File: src/rtl/egf_pkg.sv
// Shared types and constants of the outbound header formatter.
// Assumes: stream table has 2**SID_W entries; all header fields are big-endian.
package egf_pkg;
    localparam int SID_W = 2;
    localparam int SID_N = 1 << SID_W;
    localparam int HDR_MAX = 64;                 // header byte buffer size (>= 50)
    localparam logic [15:0] ETYPE_IPV4 = 16'h0800;
    localparam logic [7:0]  IP_TTL     = 8'd64;
    localparam logic [7:0]  IP_PROTO   = 8'd17;
    localparam logic [3:0]  VRT_DATA   = 4'h1;
    localparam logic [3:0]  VRT_CTX    = 4'h4;

    typedef enum logic [3:0] {
        SEL_CTRL    = 4'd0,
        SEL_DMAC_HI = 4'd1,
        SEL_DMAC_LO = 4'd2,
        SEL_DIP     = 4'd3,
        SEL_SID     = 4'd4,
        SEL_LMAC_HI = 4'd5,
        SEL_LMAC_LO = 4'd6,
        SEL_LIP     = 4'd7,
        SEL_ETYPE   = 4'd8
    } cfg_sel_e;

    typedef struct packed {
        logic             vita_en;
        logic             ip_en;
        logic             is_ctx;
        logic [SID_W-1:0] sid_sel;
        logic [47:0]      dmac;
        logic [31:0]      dip;
    } port_entry_t;

    typedef enum logic [1:0] {S_IDLE = 2'd0, S_HDR = 2'd1, S_PAY = 2'd2} fsm_e;
endpackage

File: src/rtl/egf_cfg_table.sv
// Configuration storage: one entry per port, a stream-ID table, and the
// local MAC, local IP and raw ethertype. It resolves the stream
// selector of the entry being read.
// Assumes: PID_W >= SID_W so cfg_port can address the stream table.
module egf_cfg_table
    import egf_pkg::*;
#(
    parameter int N_PORTS = 4,
    parameter int PID_W   = $clog2(N_PORTS)
) (
    input  logic             clk,
    input  logic             rst_n,
    input  logic             we,
    input  logic [PID_W-1:0] wport,
    input  logic [3:0]       wsel,
    input  logic [31:0]      wdata,
    input  logic [PID_W-1:0] rd_port,
    output logic             rd_vita,
    output logic             rd_ip,
    output logic             rd_ctx,
    output logic [47:0]      rd_dmac,
    output logic [31:0]      rd_dip,
    output logic [31:0]      rd_sid,
    output logic [47:0]      lmac,
    output logic [31:0]      lip,
    output logic [15:0]      etype
);
    port_entry_t tbl [N_PORTS];
    logic [31:0] sid_tbl [SID_N];
    port_entry_t cur;

    // Register writes into the table, the stream table and the globals.
    always_ff @(posedge clk) begin
        if (!rst_n) begin
            for (int i = 0; i < N_PORTS; i++) tbl[i] <= '0;
            for (int i = 0; i < SID_N; i++) sid_tbl[i] <= '0;
            lmac  <= '0;
            lip   <= '0;
            etype <= '0;
        end else if (we) begin
            case (cfg_sel_e'(wsel))
                SEL_CTRL: begin
                    tbl[wport].vita_en <= wdata[0];
                    tbl[wport].ip_en   <= wdata[1];
                    tbl[wport].is_ctx  <= wdata[2];
                    tbl[wport].sid_sel <= wdata[4 +: SID_W];
                end
                SEL_DMAC_HI: tbl[wport].dmac[47:32] <= wdata[15:0];
                SEL_DMAC_LO: tbl[wport].dmac[31:0]  <= wdata;
                SEL_DIP:     tbl[wport].dip         <= wdata;
                SEL_SID:     sid_tbl[wport[SID_W-1:0]] <= wdata;
                SEL_LMAC_HI: lmac[47:32] <= wdata[15:0];
                SEL_LMAC_LO: lmac[31:0]  <= wdata;
                SEL_LIP:     lip   <= wdata;
                SEL_ETYPE:   etype <= wdata[15:0];
                default: ;
            endcase
        end
    end

    // Read the selected entry and resolve its stream ID.
    always_comb begin
        cur     = tbl[rd_port];
        rd_vita = cur.vita_en;
        rd_ip   = cur.ip_en;
        rd_ctx  = cur.is_ctx;
        rd_dmac = cur.dmac;
        rd_dip  = cur.dip;
        rd_sid  = sid_tbl[cur.sid_sel];
    end
endmodule

File: src/rtl/egf_hdr_gen.sv
// Combinational header builder. From the latched frame parameters it
// assembles the Ethernet, IPv4/UDP and radio-transport headers into a byte
// buffer. It returns the byte at idx, the header length, the IPv4 total
// length and the IPv4 checksum.
// Assumes: payload length plus headers fits in 16 bits.
module egf_hdr_gen
    import egf_pkg::*;
#(
    parameter int          PID_W    = 2,
    parameter logic [15:0] UDP_BASE = 16'd1000
) (
    input  logic             vita_en,
    input  logic             ip_en,
    input  logic             is_ctx,
    input  logic [47:0]      dmac,
    input  logic [31:0]      dip,
    input  logic [31:0]      sid,
    input  logic [3:0]       seq,
    input  logic [15:0]      plen,
    input  logic [PID_W-1:0] pid,
    input  logic [47:0]      lmac,
    input  logic [31:0]      lip,
    input  logic [15:0]      etype,
    input  logic [5:0]       idx,
    output logic [7:0]       hbyte,
    output logic [5:0]       hlen,
    output logic [15:0]      ip_total,
    output logic [15:0]      ip_cksum
);
    logic [15:0]  vlen, udp_len, vwords, sport;
    logic [31:0]  csum;
    logic [16:0]  fold1;
    logic [15:0]  fold2;
    logic [111:0] eth_v;
    logic [223:0] ipu_v;
    logic [63:0]  vrt_v;
    logic [7:0]   hdr [HDR_MAX];
    logic [5:0]   vbase;

    // Length fields derived from the payload length and the enabled headers.
    always_comb begin
        vlen     = plen + (vita_en ? 16'd8 : 16'd0);
        ip_total = vlen + 16'd28;
        udp_len  = vlen + 16'd8;
        vwords   = 16'(({1'b0, plen} + 17'd3) >> 2) + 16'd2;
        sport    = UDP_BASE + 16'd1 + 16'(pid);
    end

    // IPv4 header checksum: ones' complement sum of the non-zero words.
    always_comb begin
        csum = 32'h4500 + 32'(ip_total) + 32'({IP_TTL, IP_PROTO})
             + 32'(lip[31:16]) + 32'(lip[15:0]) + 32'(dip[31:16]) + 32'(dip[15:0]);
        fold1    = 17'(csum[15:0]) + 17'(csum[31:16]);
        fold2    = fold1[15:0] + 16'(fold1[16]);
        ip_cksum = ~fold2;
    end

    // Header field vectors, most significant byte first.
    always_comb begin
        eth_v = {dmac, lmac, (ip_en ? ETYPE_IPV4 : etype)};
        ipu_v = {8'h45, 8'h00, ip_total, 16'h0000, 16'h0000, IP_TTL, IP_PROTO,
                 ip_cksum, lip, dip, sport, UDP_BASE, udp_len, 16'h0000};
        vrt_v = {(is_ctx ? VRT_CTX : VRT_DATA), 8'h00, seq, vwords, sid};
    end

    // Lay the enabled headers back to back and pick the requested byte.
    always_comb begin
        for (int i = 0; i < HDR_MAX; i++) hdr[i] = 8'h00;
        for (int i = 0; i < 14; i++) hdr[i] = eth_v[111 - 8*i -: 8];
        if (ip_en)
            for (int i = 0; i < 28; i++) hdr[14 + i] = ipu_v[223 - 8*i -: 8];
        vbase = ip_en ? 6'd42 : 6'd14;
        if (vita_en)
            for (int i = 0; i < 8; i++) hdr[6'(vbase + 6'(i))] = vrt_v[63 - 8*i -: 8];
        hlen  = 6'd14 + (ip_en ? 6'd28 : 6'd0) + (vita_en ? 6'd8 : 6'd0);
        hbyte = hdr[idx];
    end
endmodule

File: src/rtl/egress_framer.sv
// Outbound header formatter top. At the start of each frame it reads the
// port's entry and latches every header parameter. It emits the header
// bytes with the input held off, then passes the payload through.
// Assumes: in_port and in_len are stable from the first in_valid until the
// last payload byte is accepted; in_len >= 1; the input holds its byte
// while in_ready is low.
module egress_framer
    import egf_pkg::*;
#(
    parameter int          N_PORTS  = 4,
    parameter int          LEN_W    = 16,
    parameter logic [15:0] UDP_BASE = 16'd1000,
    localparam int         PID_W    = $clog2(N_PORTS)
) (
    input  logic             clk,
    input  logic             rst_n,
    input  logic             cfg_we,
    input  logic [PID_W-1:0] cfg_port,
    input  logic [3:0]       cfg_sel,
    input  logic [31:0]      cfg_wdata,
    input  logic             in_valid,
    output logic             in_ready,
    input  logic [7:0]       in_data,
    input  logic             in_last,
    input  logic [PID_W-1:0] in_port,
    input  logic [LEN_W-1:0] in_len,
    output logic             out_valid,
    input  logic             out_ready,
    output logic [7:0]       out_data,
    output logic             out_last
);
    fsm_e             state;
    logic [5:0]       idx;
    logic [3:0]       seq_cnt [N_PORTS];

    logic             rd_vita, rd_ip, rd_ctx;
    logic [47:0]      rd_dmac, lmac;
    logic [31:0]      rd_dip, rd_sid, lip;
    logic [15:0]      etype;

    logic             l_vita, l_ip, l_ctx;
    logic [47:0]      l_dmac, l_lmac;
    logic [31:0]      l_dip, l_sid, l_lip;
    logic [15:0]      l_etype;
    logic [3:0]       l_seq;
    logic [LEN_W-1:0] l_len;
    logic [PID_W-1:0] l_pid;

    logic [7:0]       hbyte;
    logic [5:0]       hlen;
    logic [15:0]      ip_total, ip_cksum;

    egf_cfg_table #(.N_PORTS(N_PORTS), .PID_W(PID_W)) u_cfg (
        .clk(clk), .rst_n(rst_n), .we(cfg_we), .wport(cfg_port), .wsel(cfg_sel),
        .wdata(cfg_wdata), .rd_port(in_port), .rd_vita(rd_vita), .rd_ip(rd_ip),
        .rd_ctx(rd_ctx), .rd_dmac(rd_dmac), .rd_dip(rd_dip), .rd_sid(rd_sid),
        .lmac(lmac), .lip(lip), .etype(etype)
    );

    egf_hdr_gen #(.PID_W(PID_W), .UDP_BASE(UDP_BASE)) u_hdr (
        .vita_en(l_vita), .ip_en(l_ip), .is_ctx(l_ctx), .dmac(l_dmac), .dip(l_dip),
        .sid(l_sid), .seq(l_seq), .plen(16'(l_len)), .pid(l_pid), .lmac(l_lmac),
        .lip(l_lip), .etype(l_etype), .idx(idx), .hbyte(hbyte), .hlen(hlen),
        .ip_total(ip_total), .ip_cksum(ip_cksum)
    );

    // Frame sequencer: latch parameters, walk the header, then pass the payload.
    always_ff @(posedge clk) begin
        if (!rst_n) begin
            state <= S_IDLE;
            idx   <= '0;
            for (int i = 0; i < N_PORTS; i++) seq_cnt[i] <= '0;
            {l_vita, l_ip, l_ctx} <= '0;
            l_dmac <= '0; l_lmac <= '0; l_dip <= '0; l_sid <= '0; l_lip <= '0;
            l_etype <= '0; l_seq <= '0; l_len <= '0; l_pid <= '0;
        end else begin
            case (state)
                S_IDLE: if (in_valid) begin
                    l_vita  <= rd_vita;
                    l_ip    <= rd_ip;
                    l_ctx   <= rd_ctx;
                    l_dmac  <= rd_dmac;
                    l_dip   <= rd_dip;
                    l_sid   <= rd_sid;
                    l_lmac  <= lmac;
                    l_lip   <= lip;
                    l_etype <= etype;
                    l_seq   <= seq_cnt[in_port];
                    l_len   <= in_len;
                    l_pid   <= in_port;
                    if (rd_vita) seq_cnt[in_port] <= seq_cnt[in_port] + 4'd1;
                    idx     <= '0;
                    state   <= S_HDR;
                end
                S_HDR: if (out_ready) begin
                    if (idx == hlen - 6'd1) state <= S_PAY;
                    else                    idx   <= idx + 6'd1;
                end
                S_PAY: if (in_valid && out_ready && in_last) state <= S_IDLE;
                default: state <= S_IDLE;
            endcase
        end
    end

    // Output mux and input back-pressure.
    always_comb begin
        out_valid = (state == S_HDR) || (state == S_PAY && in_valid);
        out_data  = (state == S_HDR) ? hbyte : in_data;
        out_last  = (state == S_PAY) && in_last;
        in_ready  = (state == S_PAY) && out_ready;
    end

    // Independent ones' complement verification of the emitted checksum.
    logic [31:0] vsum;
    logic [16:0] vf1;
    logic [15:0] vf2;
    always_comb begin
        vsum = 32'h4500 + 32'(ip_total) + 32'h4011 + 32'(l_lip[31:16]) + 32'(l_lip[15:0])
             + 32'(l_dip[31:16]) + 32'(l_dip[15:0]) + 32'(ip_cksum);
        vf1  = 17'(vsum[15:0]) + 17'(vsum[31:16]);
        vf2  = vf1[15:0] + 16'(vf1[16]);
    end

    a_r11_hold_stall: assert property (@(posedge clk) disable iff (!rst_n)
        (out_valid && !out_ready) |=> (out_valid && $stable(out_data)));

    a_r10_hdr_first: assert property (@(posedge clk) disable iff (!rst_n)
        (state == S_IDLE && in_valid) |=> !in_ready);

    a_r10_last_ends: assert property (@(posedge clk) disable iff (!rst_n)
        (out_valid && out_ready && out_last) |=> !in_ready);

    a_r9_hdr_len: assert property (@(posedge clk) disable iff (!rst_n)
        (state == S_HDR) |-> (hlen == 6'd14 || hlen == 6'd22 || hlen == 6'd42 || hlen == 6'd50));

    a_r4_cksum_ok: assert property (@(posedge clk) disable iff (!rst_n)
        (state == S_HDR && l_ip) |-> (vf2 == 16'hFFFF));
endmodule

File: config.mk
export PLATFORM = sky130hd
export DESIGN_NAME = egress_framer
export DESIGN_NICKNAME = d
export VERILOG_FILES = /design/src/rtl/egf_pkg.sv /design/src/rtl/egf_cfg_table.sv /design/src/rtl/egf_hdr_gen.sv /design/src/rtl/egress_framer.sv
export SDC_FILE = /design/constraint.sdc
export NUM_CORES = 2
export LEC_CHECK = 0
export BUFFER_PORTS_ARGS = -buffer_cell sky130_fd_sc_hd__buf_2
export CAP_MARGIN = 20
export CELL_PAD_IN_SITES_DETAIL_PLACEMENT = 0
export CELL_PAD_IN_SITES_GLOBAL_PLACEMENT = 2
export CORE_AREA = 3 3 294 296
export CTS_BUF_LIST = sky130_fd_sc_hd__clkbuf_2
export DETAILED_ROUTE_END_ITERATION = 8
export DIE_AREA = 0 0 297 299
export GPL_TIMING_DRIVEN = 0
export PLACE_DENSITY_LB_ADDON = 0.12
export SYNTH_ARGS = -nofsm -noshare
export SYNTH_HDL_FRONTEND = slang
export SYNTH_SLANG_ARGS = --single-unit
File: constraint.sdc
create_clock -name clk -period 23.1 [get_ports clk]
set_input_delay 4.62 -clock clk [delete_from_list [all_inputs] [get_ports clk]]
set_output_delay 4.62 -clock clk [all_outputs]
set_load 0.005 [all_outputs]
==> flow_metrics.env <==
export IMPL_std_cell_rows=106
export IMPL_finalSetupViolCount=0
export IMPL_worstSetupStartpointType="flop"
export IMPL_ir_worst_vdd_mv=0.04185
export IMPL_finalWorstSetupSlack_ns=5.085
export IMPL_grt_overflow=0
export IMPL_worst_path_most_repeated_cell="ha_1"
export IMPL_async_flop_share=0
export IMPL_die_w_um=297
export IMPL_tritoncts="done"
export IMPL_synthesis_instances=3735
export IMPL_post_layout_nonfiller_instances=5338
export IMPL_tns_ns=0
export IMPL_post_cts_resized=0
export IMPL_grt_max_degree=33
export IMPL_worstSetupPathType="flop to output pin"
export IMPL_dr_total_vias=31571
export IMPL_critical_path_max_stage_delay_ns=0.76
export IMPL_cts_buffer_depth=3
export IMPL_synth_seq_area_share=0.5402
export IMPL_final_hold_viol_count=0
export IMPL_power_density_mw_per_mm2=73.40
export IMPL_dp_cells=4968
export IMPL_ios=81
export IMPL_drv_cap=0
export IMPL_antenna_found_initial=6
export IMPL_hold_buffers=0
export IMPL_gp_congestion=0.9953
export IMPL_areaGrowthSynthToFinish_pct=10.69
export IMPL_core_area_mm2=0.08382
export IMPL_cts_made_buffers=209
export IMPL_synth_cell_area_mm2=0.03939
export IMPL_drcViolationCount=0
export IMPL_ant_nets=0
export IMPL_routed_wl_um=154300
export IMPL_synth_edf_count=484
export IMPL_status="finished, final reports clean"
export IMPL_crit_arrival_ns=13.39
export IMPL_yosys_warnings=0
export IMPL_cp_slowest_cell="a211oi_1"
export IMPL_rsz0062_at_grt="no"
export IMPL_clk_pin_slew_ns=0.09
export IMPL_fin_crit_ns=18.01
export IMPL_postSynthAreaPerCell_um2=10.55
export IMPL_finalClockSkew_ns=0.1215
export IMPL_htreeDepth=4
export IMPL_cp_max_fo=10
export IMPL_ys_flop_type="edfxtp_1"
export IMPL_drv_slew=0
export IMPL_start_util=0.4700
export IMPL_ys_types=87
export IMPL_required_ns=18.48
export IMPL_vias_per_cell=5.914
export IMPL_relSlewSlack=0.1357
export IMPL_post_place_ws_ns=6.750
export IMPL_grt_pass1_wl_um=219100
export IMPL_clkSinkCount=821
export IMPL_synth_seq_cells=821
export IMPL_tightest_slew_ns=1.297
export IMPL_root_buffer="clkbuf_2"
export IMPL_drive_gt1_frac=0.1544
export IMPL_grt_pass1_vias=31242
export IMPL_max_clock_freq_mhz=55.51
export IMPL_nNetsFinal=4222
export IMPL_postCtsSetupBuffers=0
export IMPL_hp_class="flop to flop"
export IMPL_dpl_hpwl_um=115800
export IMPL_die_h_um=299
export IMPL_track_usage=0.3452
export IMPL_post_route_period_util=0.7799
export IMPL_dr_first_iter_drc_count=3595
export IMPL_p_leak_nw=15.88
export IMPL_syn_num_nets=3910
export IMPL_dr_pass1_iters=6
export IMPL_cp_end_kind="output pin"
export IMPL_io_buffers=79
export IMPL_die_area_mm2=0.08880
export IMPL_clock_latency_ns=1.53
export IMPL_wl_per_cell_um=28.90
==> final timing paths <==
check                               from                 endpoint  slack (ns)  cells after the start
max                  l_vita$_SDFFE_PN0P_              out_data[1]        5.09                     40
min          u_cfg.lmac[12]$_SDFFE_PN0P_  l_lmac[12]$_SDFFE_PN0P_        0.42                      2
max reg2reg          idx[1]$_SDFFE_PN0P_      idx[5]$_SDFFE_PN0P_       19.24                      7
min reg2reg  u_cfg.lmac[12]$_SDFFE_PN0P_  l_lmac[12]$_SDFFE_PN0P_        0.42                      2
==> through the flow <==
stage | hold WS (ns) | utilization | total power [mW] | area [um2]
6_report | 0.4231 | 0.5202 | 3.201 | 43610
2_1_floorplan | 0.4321 | - | 2.003 | 39390
5_1_grt | 0.4076 | 0.5201 | 3.337 | 43590
4_1_cts | 0.4285 | 0.5197 | 3.207 | 43560
3_5_place_dp | 0.4454 | 0.4974 | 2.221 | 41700
3_3_place_gp | 0.4390 | 0.4916 | 2.206 | 41210
==> registers in the layout (all words and copies together), names as in the netlist, 4 cells and up <==
| register | cells |
|---|---|
| idx | 6 |
| l_dip | 32 |
| l_dmac | 48 |
| l_etype | 16 |
| l_len | 16 |
| l_lip | 32 |
| l_lmac | 48 |
| l_seq | 4 |
| l_sid | 32 |
| seq_cnt | 16 |
| u_cfg.etype | 16 |
| u_cfg.lip | 32 |
| u_cfg.lmac | 48 |
| u_cfg.sid_tbl | 128 |
| u_cfg.tbl | 340 |
==> per-layer routing <==
layer / share of wire / GRT usage / routed length (um)
met1: 0.39 / 0.4440 / 60540
met2: 0.47 / 0.5526 / 72080
met3: 0.083 / 0.07011 / 12780
met4: 0.057 / 0.1849 / 8855
met5: 0 / 0 / 0
==> critical path, delay by kind of cell (launching register included) <==
family	cells	cell delay, ns
flops	1	0.60
simple gates	9	2.37
fa+ha+maj	9	3.16
buf+inv	6	0.92
xor+xnor	3	1.08
compound gates	13	3.70
==> power by group <==
group / total, mW / internal, mW / switching (mW)
Combinational: 0.549 / 0.187 / 0.362
Sequential: 1.65 / 1.61 / 0.0350
Clock: 1.00 / 0.399 / 0.605
==> Yosys cell counts (all sizes together) (16+ instances only) <==
cell type	instances	area share
a211oi	18	0.0036
a21o	16	0.0030
a21oi	396	0.050
and2	110	0.017
and3	132	0.021
buf	43	0.0049
clkbuf	221	0.021
dfxtp	337	0.17
edfxtp	484	0.37
fa	49	0.025
ha	56	0.018
inv	128	0.012
mux2i	28	0.0071
mux4	150	0.086
nand2	803	0.077
nand3	46	0.0058
nor2	282	0.027
nor3	37	0.0048
o211ai	16	0.0030
o21ai	78	0.0099
xnor2	54	0.012
xor2	31	0.0071
==> layout by cell type, fill, tap and decap left out, drive strengths merged, types with 6 or more instances in the layout <==
cell type / Yosys / routed
nor2: 282 / 282
a221oi: 13 / 13
a21o: 16 / 16
inv: 128 / 133
xor2: 31 / 31
o211ai: 16 / 16
or2: 6 / 6
mux2i: 28 / 28
and2: 110 / 110
nor2b: 8 / 8
nor3: 37 / 37
fa: 49 / 49
dfxtp: 337 / 337
mux4: 150 / 150
nand2: 803 / 803
a21oi: 396 / 396
diode: 0 / 7
a22oi: 13 / 13
clkinv: 2 / 33
nor4: 10 / 10
clkbuf: 221 / 541
ha: 56 / 56
mux2: 7 / 7
buf: 43 / 144
o21ai: 78 / 78
nand4: 14 / 14
a211oi: 18 / 18
o21a: 11 / 11
a31oi: 14 / 14
or4: 6 / 6
nand3: 46 / 46
nand2b: 14 / 14
or3: 11 / 11
o22ai: 10 / 10
edfxtp: 484 / 484
and3: 132 / 132
xnor2: 54 / 54
==> layout make-up <==
cell class / instances / area [um2]
fillers: 7820 / 40210
flip-flops and latches: 821 / 21280
multi-input cells: 2520 / 16700
clock buffers: 320 / 1602
well taps: 1134 / 1419
plain buffers: 264 / 1027
repair buffers: 101 / 812.0
inverters: 130 / 488.0
clock inverters: 41 / 264.0
diodes: 7 / 17.52
==> kinds of logic (layout without fill, tap and decap cells) <==
| family | count (synthesis) | after routing | share of synthesized area |
|---|---|---|---|
| and+or+nand+nor | 1495 | 1495 | 0.1671 |
| DFF | 821 | 821 | 0.5402 |
| AOI/OAI and AO/OA | 646 | 646 | 0.09566 |
| buffers and inverters | 394 | 856 | 0.03834 |
| muxes | 185 | 185 | 0.09487 |
| adders and majority gates | 107 | 107 | 0.04320 |
| xor gates and xnor gates | 87 | 87 | 0.02061 |
| other | 0 | 7 | 0 |
Power figures use the tool's default switching activity.
